**src/rtl/uls_pkg.sv**
```systemverilog
package uls_pkg;
    localparam int DATA_W     = 8;
    localparam int FRAME_BITS = DATA_W + 2;
    localparam logic [2:0] ADDR_BUF  = 3'd0;
    localparam logic [2:0] ADDR_STAT = 3'd5;

    typedef struct packed {
        logic              brk;
        logic              ferr;
        logic [DATA_W-1:0] data;
    } rx_entry_t;

    typedef enum logic [2:0] {
        RX_IDLE,
        RX_START,
        RX_DATA,
        RX_STOP,
        RX_BREAK_WAIT
    } rx_state_t;

    typedef enum logic {
        TX_IDLE,
        TX_SHIFT
    } tx_state_t;
endpackage

```
**src/rtl/uls_rx.sv**
```systemverilog
module uls_rx
    import uls_pkg::*;
#(
    parameter int OVS = 16
) (
    input  logic      clk,
    input  logic      rst_n,
    input  logic      tick,
    input  logic      rxd,
    output logic      push,
    output rx_entry_t push_entry
);
    localparam int CW   = $clog2(OVS);
    localparam int BW   = $clog2(DATA_W);
    localparam logic [CW-1:0] HALF_M1 = CW'(OVS/2 - 1);
    localparam logic [CW-1:0] LAST    = CW'(OVS - 1);
    localparam logic [BW-1:0] BIT_END = BW'(DATA_W - 1);

    logic [1:0]        sync_q;
    logic              rx_s;
    rx_state_t         state_q, state_n;
    logic [CW-1:0]     cnt_q, cnt_n;
    logic [BW-1:0]     bit_q, bit_n;
    logic [DATA_W-1:0] sh_q, sh_n;
    logic              at_last;

    assign rx_s    = sync_q[1];
    assign at_last = tick && (cnt_q == LAST);

    // State register
    always_ff @(posedge clk or negedge rst_n) begin
        if (!rst_n) begin
            sync_q  <= 2'b11;
            state_q <= RX_IDLE;
            cnt_q   <= '0;
            bit_q   <= '0;
            sh_q    <= '0;
        end else begin
            sync_q  <= {sync_q[0], rxd};
            state_q <= state_n;
            cnt_q   <= cnt_n;
            bit_q   <= bit_n;
            sh_q    <= sh_n;
        end
    end

    // Next-state logic
    always_comb begin
        state_n = state_q;
        cnt_n   = cnt_q;
        bit_n   = bit_q;
        sh_n    = sh_q;
        unique case (state_q)
            RX_IDLE: begin
                if (!rx_s) begin
                    state_n = RX_START;
                    cnt_n   = '0;
                end
            end
            RX_START: begin
                if (tick) begin
                    if (cnt_q == HALF_M1) begin
                        cnt_n   = '0;
                        bit_n   = '0;
                        state_n = rx_s ? RX_IDLE : RX_DATA;
                    end else begin
                        cnt_n = cnt_q + 1'b1;
                    end
                end
            end
            RX_DATA: begin
                if (at_last) begin
                    cnt_n = '0;
                    sh_n  = {rx_s, sh_q[DATA_W-1:1]};
                    if (bit_q == BIT_END) state_n = RX_STOP;
                    else                  bit_n   = bit_q + 1'b1;
                end else if (tick) begin
                    cnt_n = cnt_q + 1'b1;
                end
            end
            RX_STOP: begin
                if (at_last) begin
                    cnt_n = '0;
                    bit_n = '0;
                    if (rx_s)            state_n = RX_IDLE;
                    else if (sh_q == '0) state_n = RX_BREAK_WAIT;
                    else                 state_n = RX_DATA;
                end else if (tick) begin
                    cnt_n = cnt_q + 1'b1;
                end
            end
            RX_BREAK_WAIT: begin
                if (rx_s) state_n = RX_IDLE;
            end
            default: state_n = RX_IDLE;
        endcase
    end

    // Outputs
    always_comb begin
        push            = (state_q == RX_STOP) && at_last;
        push_entry.data = sh_q;
        push_entry.ferr = !rx_s && (sh_q != '0);
        push_entry.brk  = !rx_s && (sh_q == '0);
    end


    break_hold_chk: assert property (@(posedge clk) disable iff (!rst_n)
        (state_q == RX_BREAK_WAIT && !rx_s) |=> (state_q == RX_BREAK_WAIT));


    resync_chk: assert property (@(posedge clk) disable iff (!rst_n)
        (push && push_entry.ferr) |=> (state_q == RX_DATA && cnt_q == '0));
endmodule

```
**src/rtl/uls_fifo.sv**
```systemverilog
module uls_fifo
    import uls_pkg::*;
#(
    parameter int DEPTH = 16
) (
    input  logic                       clk,
    input  logic                       rst_n,
    input  logic                       push,
    input  rx_entry_t                  wentry,
    input  logic                       pop,
    output rx_entry_t                  head,
    output logic                       empty,
    output logic                       full,
    output logic                       accept,
    output logic                       drop,
    output logic [$clog2(DEPTH+1)-1:0] err_cnt
);
    localparam int AW = (DEPTH > 1) ? $clog2(DEPTH) : 1;
    localparam int CW = $clog2(DEPTH + 1);
    localparam logic [AW-1:0] PTR_END = AW'(DEPTH - 1);
    localparam logic [CW-1:0] FULL_CNT = CW'(DEPTH);

    rx_entry_t     mem_q [DEPTH];
    logic [AW-1:0] rd_q, wr_q;
    logic [CW-1:0] cnt_q, errs_q;
    logic          pop_ok, w_err, h_err;

    assign empty   = (cnt_q == '0);
    assign full    = (cnt_q == FULL_CNT);
    assign pop_ok  = pop && !empty;
    assign accept  = push && (!full || pop_ok);
    assign drop    = push && !accept;
    assign head    = mem_q[rd_q];
    assign err_cnt = errs_q;
    assign w_err   = wentry.ferr || wentry.brk;
    assign h_err   = head.ferr || head.brk;

    function automatic logic [AW-1:0] adv(input logic [AW-1:0] p);
        return (p == PTR_END) ? '0 : p + 1'b1;
    endfunction

    always_ff @(posedge clk) begin
        if (accept) mem_q[wr_q] <= wentry;
    end

    always_ff @(posedge clk or negedge rst_n) begin
        if (!rst_n) begin
            rd_q   <= '0;
            wr_q   <= '0;
            cnt_q  <= '0;
            errs_q <= '0;
        end else begin
            if (accept) wr_q <= adv(wr_q);
            if (pop_ok) rd_q <= adv(rd_q);
            cnt_q  <= cnt_q + CW'(accept) - CW'(pop_ok);
            errs_q <= errs_q + CW'(accept && w_err) - CW'(pop_ok && h_err);
        end
    end


    drop_keeps_count_chk: assert property (@(posedge clk) disable iff (!rst_n)
        (push && full && !pop) |=> (cnt_q == $past(cnt_q)));


    pop_count_chk: assert property (@(posedge clk) disable iff (!rst_n)
        (pop && !push && !empty) |=> (cnt_q == $past(cnt_q) - 1'b1));
endmodule

```
**src/rtl/uls_tx.sv**
```systemverilog
module uls_tx
    import uls_pkg::*;
#(
    parameter int OVS = 16
) (
    input  logic              clk,
    input  logic              rst_n,
    input  logic              tick,
    input  logic              wr,
    input  logic [DATA_W-1:0] wr_data,
    output logic              thre,
    output logic              temt,
    output logic              txd
);
    localparam int CW = $clog2(OVS);
    localparam int BW = $clog2(FRAME_BITS);
    localparam logic [CW-1:0] LAST    = CW'(OVS - 1);
    localparam logic [BW-1:0] BIT_END = BW'(FRAME_BITS - 1);

    tx_state_t             state_q, state_n;
    logic [DATA_W-1:0]     hold_q;
    logic                  hfull_q, hfull_n, xfer;
    logic [FRAME_BITS-1:0] frame_q, frame_n;
    logic [CW-1:0]         cnt_q, cnt_n;
    logic [BW-1:0]         bit_q, bit_n;
    logic                  txd_q;

    assign xfer    = hfull_q && (state_q == TX_IDLE);
    assign hfull_n = (hfull_q && !xfer) || wr;

    // State register
    always_ff @(posedge clk or negedge rst_n) begin
        if (!rst_n) begin
            state_q <= TX_IDLE;
            hold_q  <= '0;
            hfull_q <= 1'b0;
            frame_q <= '1;
            cnt_q   <= '0;
            bit_q   <= '0;
            txd_q   <= 1'b1;
        end else begin
            state_q <= state_n;
            hfull_q <= hfull_n;
            if (wr) hold_q <= wr_data;
            frame_q <= frame_n;
            cnt_q   <= cnt_n;
            bit_q   <= bit_n;
            txd_q   <= (state_n == TX_SHIFT) ? frame_n[0] : 1'b1;
        end
    end

    // Next-state logic
    always_comb begin
        state_n = state_q;
        frame_n = frame_q;
        cnt_n   = cnt_q;
        bit_n   = bit_q;
        unique case (state_q)
            TX_IDLE: begin
                if (xfer) begin
                    state_n = TX_SHIFT;
                    frame_n = {1'b1, hold_q, 1'b0};
                    cnt_n   = '0;
                    bit_n   = '0;
                end
            end
            TX_SHIFT: begin
                if (tick) begin
                    if (cnt_q == LAST) begin
                        cnt_n = '0;
                        if (bit_q == BIT_END) begin
                            state_n = TX_IDLE;
                        end else begin
                            bit_n   = bit_q + 1'b1;
                            frame_n = {1'b1, frame_q[FRAME_BITS-1:1]};
                        end
                    end else begin
                        cnt_n = cnt_q + 1'b1;
                    end
                end
            end
            default: state_n = TX_IDLE;
        endcase
    end

    // Outputs
    always_comb begin
        thre = !hfull_q;
        temt = !hfull_q && (state_q == TX_IDLE);
        txd  = txd_q;
    end


    xfer_start_chk: assert property (@(posedge clk) disable iff (!rst_n)
        (hfull_q && state_q == TX_IDLE) |=> (state_q == TX_SHIFT && !txd_q));
endmodule

```
**src/rtl/uls_top.sv**
```systemverilog
module uls_top
    import uls_pkg::*;
#(
    parameter int OVS             = 16,
    parameter int FIFO_DEPTH      = 16,
    parameter int CLKS_PER_SAMPLE = 4
) (
    input  logic       clk,
    input  logic       rst_n,
    input  logic       rxd,
    output logic       txd,
    input  logic [2:0] addr,
    input  logic       rd_en,
    input  logic       wr_en,
    input  logic [7:0] wr_data,
    output logic [7:0] rd_data
);
    localparam int EW = $clog2(FIFO_DEPTH + 1);

    logic          tick;
    logic          rx_push;
    rx_entry_t     rx_entry, head;
    logic          empty, full, accept, drop;
    logic [EW-1:0] err_cnt;
    logic          stat_rd, buf_rd, thr_wr, pop_eff, head_chg;
    logic          ack_q, ovr_q, ferr_q;
    logic          thre, temt;
    logic [7:0]    lsr;

    generate
        if (CLKS_PER_SAMPLE == 1) begin : g_tick_every
            assign tick = 1'b1;
        end else begin : g_tick_div
            localparam int PW = $clog2(CLKS_PER_SAMPLE);
            localparam logic [PW-1:0] PEND = PW'(CLKS_PER_SAMPLE - 1);
            logic [PW-1:0] pre_q;
            always_ff @(posedge clk or negedge rst_n) begin
                if (!rst_n)            pre_q <= '0;
                else if (pre_q == PEND) pre_q <= '0;
                else                    pre_q <= pre_q + 1'b1;
            end
            assign tick = (pre_q == PEND);
        end
    endgenerate

    uls_rx #(.OVS(OVS)) u_rx (
        .clk(clk), .rst_n(rst_n), .tick(tick), .rxd(rxd),
        .push(rx_push), .push_entry(rx_entry)
    );

    uls_fifo #(.DEPTH(FIFO_DEPTH)) u_fifo (
        .clk(clk), .rst_n(rst_n), .push(rx_push), .wentry(rx_entry),
        .pop(buf_rd), .head(head), .empty(empty), .full(full),
        .accept(accept), .drop(drop), .err_cnt(err_cnt)
    );

    uls_tx #(.OVS(OVS)) u_tx (
        .clk(clk), .rst_n(rst_n), .tick(tick), .wr(thr_wr),
        .wr_data(wr_data), .thre(thre), .temt(temt), .txd(txd)
    );

    assign stat_rd  = rd_en && (addr == ADDR_STAT);
    assign buf_rd   = rd_en && (addr == ADDR_BUF);
    assign thr_wr   = wr_en && (addr == ADDR_BUF);
    assign pop_eff  = buf_rd && !empty;
    assign head_chg = pop_eff || (rx_push && empty);

    always_ff @(posedge clk or negedge rst_n) begin
        if (!rst_n) begin
            ack_q  <= 1'b0;
            ovr_q  <= 1'b0;
            ferr_q <= 1'b0;
        end else begin
            if (head_chg)     ack_q <= 1'b0;
            else if (stat_rd) ack_q <= 1'b1;
            ovr_q  <= drop || (ovr_q && !stat_rd);
            ferr_q <= (accept && (rx_entry.ferr || rx_entry.brk)) ||
                      (ferr_q && !(stat_rd && err_cnt == '0));
        end
    end

    always_comb begin
        lsr    = '0;
        lsr[0] = !empty;
        lsr[1] = ovr_q;
        lsr[3] = !empty && head.ferr && !ack_q;
        lsr[4] = !empty && head.brk && !ack_q;
        lsr[5] = thre;
        lsr[6] = temt;
        lsr[7] = ferr_q;
        unique case (addr)
            ADDR_BUF:  rd_data = empty ? '0 : head.data;
            ADDR_STAT: rd_data = lsr;
            default:   rd_data = '0;
        endcase
    end


    ack_hides_flags_chk: assert property (@(posedge clk) disable iff (!rst_n)
        (stat_rd && !head_chg) |=> (!lsr[3] && !lsr[4]));


    fifo_err_hold_chk: assert property (@(posedge clk) disable iff (!rst_n)
        (lsr[7] && err_cnt != '0) |=> lsr[7]);
endmodule

```
**config.mk**
```make
export PLATFORM = sky130hd
export DESIGN_NAME = uls_top
export DESIGN_NICKNAME = d
export VERILOG_FILES = /design/src/rtl/uls_pkg.sv /design/src/rtl/uls_rx.sv /design/src/rtl/uls_fifo.sv /design/src/rtl/uls_tx.sv /design/src/rtl/uls_top.sv
export SDC_FILE = /design/constraint.sdc
export NUM_CORES = 1
export LEC_CHECK = 0
export BUFFER_PORTS_ARGS = -buffer_cell sky130_fd_sc_hd__clkbuf_2
export CAP_MARGIN = 20
export CORE_UTILIZATION = 56
export CTS_CLUSTER_SIZE = 16
export DETAILED_ROUTE_END_ITERATION = 16
export GPL_TIMING_DRIVEN = 0
export PLACE_DENSITY = 0.75
export SETUP_SLACK_MARGIN = 0.3
export SLEW_MARGIN = 20
export SYNTH_ARGS = -nofsm -noshare
export SYNTH_HDL_FRONTEND = slang
export SYNTH_SLANG_ARGS = --single-unit
```
**constraint.sdc**
```tcl
create_clock -name clk -period 2.7 [get_ports clk]
set_input_delay 0.135 -clock clk [delete_from_list [all_inputs] [get_ports clk]]
set_output_delay 0.135 -clock clk [all_outputs]
set_load 0.05 [all_outputs]
```
**After elaboration in Yosys (flattened, before gate mapping)**

Memories as Yosys holds them, arrays and structs flattened.
Cells that the tools add are included.

- Input port bits: 16
- Memories kept: 1
- Word-level logic and storage cells: 167
- Bits in writable memories: 160
- Output and inout port bits: 9
- Flip-flop bits (word level): 72

- Reduce and logical (&&, ||, !) cells: 55
- Bitwise gates (word level): 1
- Add/sub/neg operators: 11
- Multiplexer cells: 51
- Eq/ne operators: 27

Memory list:

| name | words | width | read ports | clocked after memory_dff | write ports | line | RTL |
|---|---|---|---|---|---|---|---|
| u_fifo.mem_q | 16 | 10 | 1 | 0 | 1 | uls_fifo.sv:23 | `rx_entry_t mem_q [DEPTH];` |

Operators by type and width:

| kind | count |
|---|---|
| $mux 4 | 13 |
| $mux 3 | 14 |
| $mux 10 | 4 |
| $logic_and 1x1->1 | 23 |
| $add 4x1->4 const B | 5 |
| $eq 4x4->1 const B | 5 |
| $pmux 10 s2 | 1 |
| $pmux 4 s2 | 2 |
| $pmux 8 s2 | 1 |
| $pmux 3 s5 | 1 |
| $ne 2x1->1 const B | 7 |
| $pmux 4 s3 | 1 |
| $add 5x1->5 | 2 |
| $logic_not 5->1 | 2 |
| $ne 2x2->1 const B | 5 |
| $sub 5x1->5 | 2 |
| $eq 3x3->1 const B | 3 |
| $logic_not 1->1 | 9 |
| $mux 1 | 9 |
| $pmux 3 s3 | 1 |
| $logic_not 8->1 | 1 |
| $mux 8 | 1 |
| $reduce_and 4->1 | 2 |
| $reduce_bool 8->1 | 1 |
| 19 further kinds | 30 |

**Longest topological paths before layout**

Gate-level depths: netlist (run 1).

- Word-level depth: 8
- Depth in mapped cells: 14
- Gate-level depth less buffers: 14

**Hierarchy**

A second synthesis (run 1) with hierarchy kept.

- Cell total of the unflattened synthesis: 631
- Area total of the unflattened synthesis: 10178.5 sq um

Modules (own cells, without submodules):

| module | cells an instance | area an instance (sq um) | instances | sequential area each (sq um) |
|---|---|---|---|---|
| uls_fifo | 392 | 7345.8 | 1 | 5255.0 |
| uls_tx | 109 | 1368.8 | 1 | 739.5 |
| uls_rx | 97 | 1104.8 | 1 | 503.0 |
| uls_top | 33 | 359.1 | 1 | 125.1 |

**Worst setup path before layout (run 1)**

Ideal clock, no wire load.

- Path type: register to register
- Start: register u_fifo.rd_q[1]
- End: register u_fifo.errs_q[4], in the netlist u_fifo.err_cnt[4]
- Path buffers: 2
- Stages on the path, launching flop included: 15
- Required time: 2.577 ns
- Data arrival time: 2.734 ns
- Library setup time: 0.123 ns
- Period minus slack after synthesis: 2.857 ns
- Slack: -0.157 ns
- Cell sequence: dfrtp_1 > buf_4 > buf_2 > nor2b_1 > a22oi_1 > a22oi_1 > a2111oi_1 > ha_1 > inv_1 > ha_1 > fa_1 > a21oi_1 > nor2_1 > nor2_1 > xnor2_1

- Cells in the longest elaborated chain, start to end: 4

Ends and longest elaborated chain:

| element | line | RTL |
|---|---|---|
| start, declared | uls_fifo.sv:24 | `logic [AW-1:0] rd_q, wr_q;` |
| start signal, assigned | uls_fifo.sv:54 | `if (pop_ok) rd_q <= adv(rd_q);` |
| $mem_v2 16x10 | -- |  |
| $logic_or 1x1->1 | uls_fifo.sv:36 | `assign h_err = head.ferr \|\| head.brk;` |
| $logic_and 1x1->1 | uls_fifo.sv:56 | `errs_q <= errs_q + CW'(accept && w_err) - CW'(pop_ok && h_err);` |
| $sub 5x1->5 | uls_fifo.sv:56 |  |
| end signal, assigned | uls_fifo.sv:56 |  |
| end, declared | uls_fifo.sv:25 | `logic [CW-1:0] cnt_q, errs_q;` |

No other way between the ends.
A chain may end at the register's enable or synchronous reset.

**Final worst setup path (run 1)**

- Start: register u_fifo.rd_q[2]
- End: register u_fifo.errs_q[4], in the netlist u_fifo.err_cnt[4]

The elaborated chain is that of the path after synthesis.

==> flow_metrics.py, run 1 <==
metrics = {
    "timing": {
        "finalSetupViolCount": 9,
        "finClkSkew_ns": 0.0337,
        "max_freq_mhz": 337,
        "min_period_ns": 2.97,
        "setup_ws_ns": -0.265,
        "worst_pin_slew_ns": 1.02,
        "fin_crit_sh_pct": 110,
        "finalHoldViolCount": 0,
        "rsz0062_at_grt": "true",
        "drv_slew": 0,
        "relSlewSlack_pct": 31.9,
    },
    "floorplanning": {
        "die_w_microns": 136,
        "initial_core_util_pct": 57.5,
        "die-area_sq_um": 18400,
        "core_sq_um": 17400,
        "rows": 48,
        "ios": 25,
        "die_h_microns": 136,
    },
    "logic_synthesis": {
        "syn_nets": 683,
        "synth_top_family_by_area": "multiplexers",
        "synth-edff-count": 160,
        "synthFlopType": "edfxtp_1",
        "synth_fa_ha_area_share_pct": 3.41,
        "ys_warn_count": 0,
        "synth_xor_area_share_pct": 1.23,
        "netlist_area_sq_um": 9980,
        "ys_ff_latch": 232,
        "muxShareOfSynthArea_pct": 13.0,
        "yosys.area_share.simple_pct": 7.58,
        "syn_area_per_cell_sq_um": 15.6,
        "synth-async-reset-ratio_pct": 31.0,
        "ys_types": 59,
        "yosysSeqAreaShare_pct": 66.3,
        "netlist_instances": 641,
        "synth-compound-area-share_pct": 5.95,
    },
    "route": {
        "drtIter0Drc": 600,
        "avgViaCountPerCell": 6.31,
        "routed_wirelength_microns": 26100,
        "drc_errors": 0,
        "vias": 6456,
        "antenna_left": 0,
        "firstDrtPassIters": 5,
        "wl_per_cell_microns": 25.5,
    },
    "cts": {
        "htreeDepth": 1,
        "path_clk_slew_ns": 0.06,
        "clockRootBuffer": "clkbuf_16",
        "numClockSinks": 232,
        "cts_made_buffers": 24,
        "insertion_delay_ns": 0.53,
        "clk_path_buf_depth": 3,
        "cts_tree": "yes",
    },
    "power": {
        "p_leak_nw": 4.99,
        "cellPowerDensity_nw_per_um2": 832,
        "p_total_mw": 10.8,
        "ir_drop_uv": 758,
    },
    "grt": {
        "antenna_found_initial": 0,
        "grt_start_max_net_pins": 53,
        "grt_pass1_wl_microns": 36600,
        "grt_pass1_vias": 6437,
        "grt.overflow.total": 0,
        "track_usage_pct": 27.5,
    },
    "worst_hold_path": {
        "hold_class": "input port to asynchronous set/reset pin",
    },
    "setup_path": {
        "crit_slowest_cell": "dfrtp_2",
        "critPathMaxFanout": 8,
        "path_cells": "buf_12, buf_12, mux2i_2, a22oi_2, a22oi_2, a2111oi_4, ha_1, inv_2, ha_4, fa_2, a21oi_2, nor2_1, nor2_1, xnor2_1",
        "cp-end-kind": "flop",
        "critPathLaunchType": "flop",
        "r2r_setup_slack_ns": -0.27,
        "rr_startpoint": "u_fifo.rd_q[2]",
        "critical_path.max_stage_delay_ns": 0.45,
        "rr_worst_depth": 14,
        "arrival_ns": 3.39,
        "worst-setup-path-type": "flop to flop",
        "rr_endpoint": "u_fifo.err_cnt[4]",
        "cp.required_ns": 3.13,
    },
    "placed_design": {
        "dp_cells": 891,
        "placed_area_sq_um": 10600,
        "post-place-ws_ns": -0.806,
        "port_buffers": 24,
        "dpl.hpwl_microns": 13900,
        "place.gp.congestion": 0.796,
    },
    "cells_and_area": {
        "diodes": 0,
        "layout.nets": 822,
        "postLayoutCellArea_sq_um": 12900,
        "layout_common_cells": "edfxtp_1, dfrtp_1, buf_4",
        "final_common_cell": "edfxtp_1",
        "stdcell_count": 1023,
        "drive_above_1_share_pct": 40.4,
        "area_growth_pct": 29.6,
    },
    "status": {
        "violations": "setup timing",
        "status": "finished with violations",
    },
    "run": {
        "cap_violations": 0,
    },
}
[per-stage QoR]
stage | TNS, ns | util, % | hold slack (ns)
4_1_cts | -0.535 | 72.0 | 0.0936
5_1_grt | -1.63 | 74.5 | 0.144
2_1_floorplan | 0 | - | -0.161
3_5_place_dp | -82.05 | 61.0 | 0.0985
3_3_place_gp | -88.72 | 60.6 | 0.223
6_report | -1.16 | 74.5 | 0.110
[area by class of cell]
type	count	area (sq um)
fill	949	4420
clock buffer	37	679
clock inverter	7	73.8
multi-input combinational	354	3760
buffer	27	233
sequential	232	6630
tap	225	282
timing repair buffer	110	1160
inverter	31	124
[cell families after synthesis]
| logic type | after synthesis |
|---|---|
| AO/OA/AOI/OAI | 85 |
| flip-flops | 232 |
| multiplexers | 86 |
| buffers and inverters | 58 |
| adder cells (fa/ha/maj) | 26 |
| XOR/XNOR | 14 |
| AND/OR/NAND/NOR | 140 |
[synth_stat cells (3+ instances only)]
cell       count  area, sq um
edfxtp_1     160         4800
dfrtp_1       59         1480
mux4_2        32          721
inv_1         30          113
mux2_2        28          315
nand2_1       28          105
mux2i_1       26          260
ha_1          24          300
nor2_1        24         90.1
a22oi_1       21          158
nor3_1        14         70.1
o21ai_0       14         70.1
dfstp_2       13          342
a21oi_1       12         60.1
buf_2         12         60.1
clkbuf_1      11         41.3
nand3_1       11         55.1
and2_1         9         56.3
nand4_1        9         56.3
nor2b_1        9         56.3
xnor2_1        8         70.1
o31ai_1        6         45.0
xor2_1         6         52.6
a21o_1         5         37.5
a31oi_1        5         31.3
nand2b_1       5         31.3
nand3b_1       5         37.5
a2bb2oi_1      4         35.0
and3_1         4         25.0
nor4_1         4         25.0
buf_4          3         22.5
nor3b_1        3         22.5
nor4b_1        3         26.3
[worst max-delay path, delay by kind of cell (launching register included)]
kind | cells | cell delay [ns]
fa+ha+maj | 3 | 0.72
xor+xnor | 1 | 0.12
flops | 1 | 0.45
buf+inv | 3 | 0.32
compound gates | 4 | 0.93
simple gates | 2 | 0.17
mux | 1 | 0.15
[state kept, by name (all words and copies together) (netlist names), 2 cells and up]
| signal | flops |
|---|---|
| u_fifo.mem_q | 160 |
| u_tx.frame_q | 10 |
| u_rx.sh_q | 8 |
| u_tx.hold_q | 8 |
| u_fifo.cnt_q | 5 |
| u_fifo.err_cnt | 5 |
| u_fifo.rd_q | 4 |
| u_fifo.wr_q | 4 |
| u_rx.cnt_q | 4 |
| u_tx.bit_q | 4 |
| u_tx.cnt_q | 4 |
| u_rx.bit_q | 3 |
| u_rx.state_q | 3 |
| g_tick_div.pre_q | 2 |
| u_rx.sync_q | 2 |
[worst max-delay path by stage]
stage / from / endpoint / slack [ns] / depth (start not counted)
floorplan: u_fifo.rd_q[1] / u_fifo.err_cnt[4] / 0.02 / 14
global placement: u_rx.cnt_q[0] / u_fifo.mem_q[11][9] / -0.74 / 6
detailed placement: u_rx.cnt_q[0] / u_fifo.mem_q[15][8] / -0.81 / 6
CTS: u_fifo.rd_q[2] / u_fifo.err_cnt[4] / -0.21 / 14
global route: u_fifo.rd_q[2] / u_fifo.err_cnt[4] / -0.33 / 14
finish: u_fifo.rd_q[2] / u_fifo.err_cnt[4] / -0.27 / 14
[metal layers]
metal  vias to the layer above  part of all wire (%)  global-route usage [%]
li1                       2755                     -                       -
met1                      3262                    38                    35.7
met2                       360                    51                    47.3
met3                        79                   7.5                    4.60
met4                         0                   3.4                    9.24
met5                         -                     0                       0
[report_power, final]
group / leakage (nW) / switching (mW) / internal [mW]
clock network: 0.368 / 1.31 / 1.83
registers: 2.49 / 0.276 / 4.09
logic: 2.13 / 1.60 / 1.66
total: 4.99 / 3.19 / 7.58
[timing repair]
action,4_1_cts,5_1_grt
resized for setup,126,51
pin swaps,43,30
hold buffers,11,0
cloned,0,4
endpoints found under the hold margin,71,0
buffers inserted,51,22
endpoints found under the setup margin,193,178
(Power assumes the default switching activity.)
==> inputs of run 2 (changes only) <==
Settings changed: BUFFER_PORTS_ARGS -buffer_cell sky130_fd_sc_hd__clkbuf_2 to default, CORE_MARGIN from default to 8, CORE_UTILIZATION 56 to 57, DONT_BUFFER_PORTS from default to 1.
==> flow_metrics.py, run 2 (synthesis gave the netlist of run 1 again) <==
metrics = {
    "cells_and_area": {
        "largest-register": "u_fifo.mem_q",
        "final_common_cell": "edfxtp_1",
        "fill_cells": 946,
        "reg_top3": "u_fifo.mem_q (160), u_tx.frame_q (10)",
        "layout.nets": 794,
        "area_growth_pct": 27.4,
        "drive_above_1_share_pct": 38.4,
        "layout_common_cells": "edfxtp_1, dfrtp_1, buf_4",
        "largest_register_ffs": 160,
        "diodes": 0,
    },
    "cts": {
        "cts_tree": "yes",
        "numClockSinks": 232,
        "cts_made_buffers": 24,
        "path_clk_slew_ns": 0.06,
        "clockRootBuffer": "clkbuf_16",
        "htreeDepth": 1,
        "insertion_delay_ns": 0.52,
        "clk_path_buf_depth": 3,
    },
    "worst_hold_path": {
        "hold_class": "input port to flop",
        "hold_start": "addr[0]",
        "min_to": "u_fifo.rd_q[2]",
        "holdPathStages": 3,
    },
    "route": {
        "routed.top_layer": "met4",
        "routed_wirelength_microns": 26000,
        "avgViaCountPerCell": 6.41,
        "met2_length_microns": 13100,
        "antenna_left": 0,
        "drc_errors": 0,
        "vias": 6378,
        "drtIter0Drc": 648,
        "wl_met1_microns": 9970,
        "wl_per_cell_microns": 26.1,
        "firstDrtPassIters": 5,
        "wl_met3_microns": 1840,
    },
    "setup_path": {
        "critical_path.max_stage_delay_ns": 0.45,
        "rr_endpoint": "u_fifo.err_cnt[4]",
        "rr_worst_depth": 13,
        "cpMostUsedCell": "nor2_1",
        "cp-end-kind": "flop",
        "worst-setup-path-type": "flop to flop",
        "rr_startpoint": "u_fifo.rd_q[0]",
        "crit_slowest_cell": "dfrtp_2",
        "path_cells": "buf_8, nor2b_4, a22oi_2, a221oi_2, a2111oi_4, ha_2, inv_2, ha_4, fa_2, a21oi_2, nor2_1, nor2_1, xnor2_1",
        "critPathLaunchType": "flop",
        "critPathMaxFanout": 10,
        "arrival_ns": 3.39,
        "cp.required_ns": 3.13,
        "r2r_setup_slack_ns": -0.25,
    },
    "timing": {
        "rsz0062_at_grt": "true",
        "finalSetupViolCount": 6,
        "finalHoldViolCount": 0,
        "relSlewSlack_pct": 30.0,
        "min_period_ns": 2.95,
        "max_freq_mhz": 338,
        "drv_slew": 0,
        "tns_ns": -0.666,
        "setup_ws_ns": -0.255,
        "fin_crit_sh_pct": 109,
        "worst_pin_slew_ns": 1.04,
        "finClkSkew_ns": 0.0105,
    },
    "floorplanning": {
        "die_w_microns": 148,
        "core_sq_um": 17200,
        "die-area_sq_um": 22000,
        "rows": 48,
        "initial_core_util_pct": 57.9,
        "die_h_microns": 148,
        "ios": 25,
    },
    "run": {
        "cap_violations": 0,
    },
    "power": {
        "ir_drop_uv": 576,
        "p_leak_nw": 4.87,
        "p_total_mw": 10.8,
        "cellPowerDensity_nw_per_um2": 849,
    },
    "grt": {
        "antenna_found_initial": 0,
        "grt.overflow.total": 0,
        "track_usage_pct": 22.5,
        "grt_pass1_wl_microns": 37600,
        "grt_pass1_vias": 6506,
        "grt_start_max_net_pins": 73,
    },
    "status": {
        "status": "finished with violations",
        "violations": "setup timing",
    },
    "placed_design": {
        "place.gp.congestion": 0.826,
        "port_buffers": 0,
        "dpl.hpwl_microns": 14200,
    },
}
run 2: changes by cell type in the layout (fill, tap and decap cells not counted), sizes merged:
cell      before  now
clkbuf        67   47
buf           96   88
and2          12    9
bufinv         1    2
clkinvlp       0    1
inv           30   31
run 2: routing by layer:
layer	global-route usage (%)	up-vias
met2	37.7	306
met5	0	-
li1	-	2684
met3	4.07	79
met4	9.03	0
met1	28.6	3309
run 2: final cells by class:
cell class,count,area [sq um],area share (%)
inverters,31,118,0.924
flip-flops and latches,232,6630,52.1
clock inverters,10,100,0.787
well taps,225,282,2.21
multi-input cells,351,3810,29.9
plain buffers,27,221,1.74
clock buffers,34,669,5.26
repair buffers,85,897,7.05
run 2: metrics by stage:
stage                     setup slack [ns]  instance area, sq um  cells  utilization [%]  hold slack (ns)
after CTS                           -0.122                 12300    972             71.4           0.0161
after floorplan                     0.0244                 10100    641                -           -0.161
final                               -0.255                 12700    995             73.8           0.0215
after detailed placement            -0.679                 10400    868             60.6           -0.158
after global placement              -0.569                 10400    866             60.4           -0.158
after global routing                -0.316                 12700    995             73.8           0.0162
run 2: worst max path at each step:
| stage | end | start |
|---|---|---|
| 2_1_floorplan | u_fifo.err_cnt[4] | u_fifo.rd_q[1] |
| 3_3_place_gp | u_fifo.mem_q[11][0] | u_rx.cnt_q[0] |
| 3_5_place_dp | u_fifo.mem_q[10][5] | u_rx.cnt_q[0] |
| 4_1_cts | u_fifo.err_cnt[4] | u_fifo.rd_q[2] |
| 5_1_grt | u_fifo.err_cnt[4] | u_fifo.rd_q[0] |
| 6_report | u_fifo.err_cnt[4] | u_fifo.rd_q[0] |
run 2: worst max-delay path, delay by kind of cell (launching register included):
| kind | cells | cell delay, ns |
|---|---|---|
| XOR/XNOR | 1 | 0.13 |
| buffers and inverters | 2 | 0.26 |
| AO/OA/AOI/OAI | 4 | 0.71 |
| flip-flops | 1 | 0.45 |
| AND/OR/NAND/NOR | 3 | 0.46 |
| adder cells (fa/ha/maj) | 3 | 0.87 |
run 2: report_power, final:
group	internal, mW	total [mW]	switching, mW
sequential	4.09	4.40	0.307
combinational	1.54	3.15	1.61
clock	1.92	3.25	1.33
run 2: repair_timing:
action | 4_1_cts | 5_1_grt
pin swaps | 38 | 25
gates resized for setup | 110 | 39
setup endpoints to repair | 193 | 176
endpoints found under the hold margin | 84 | 0
buffers inserted | 47 | 21
hold buffers | 12 | 0
cloned | 1 | 2
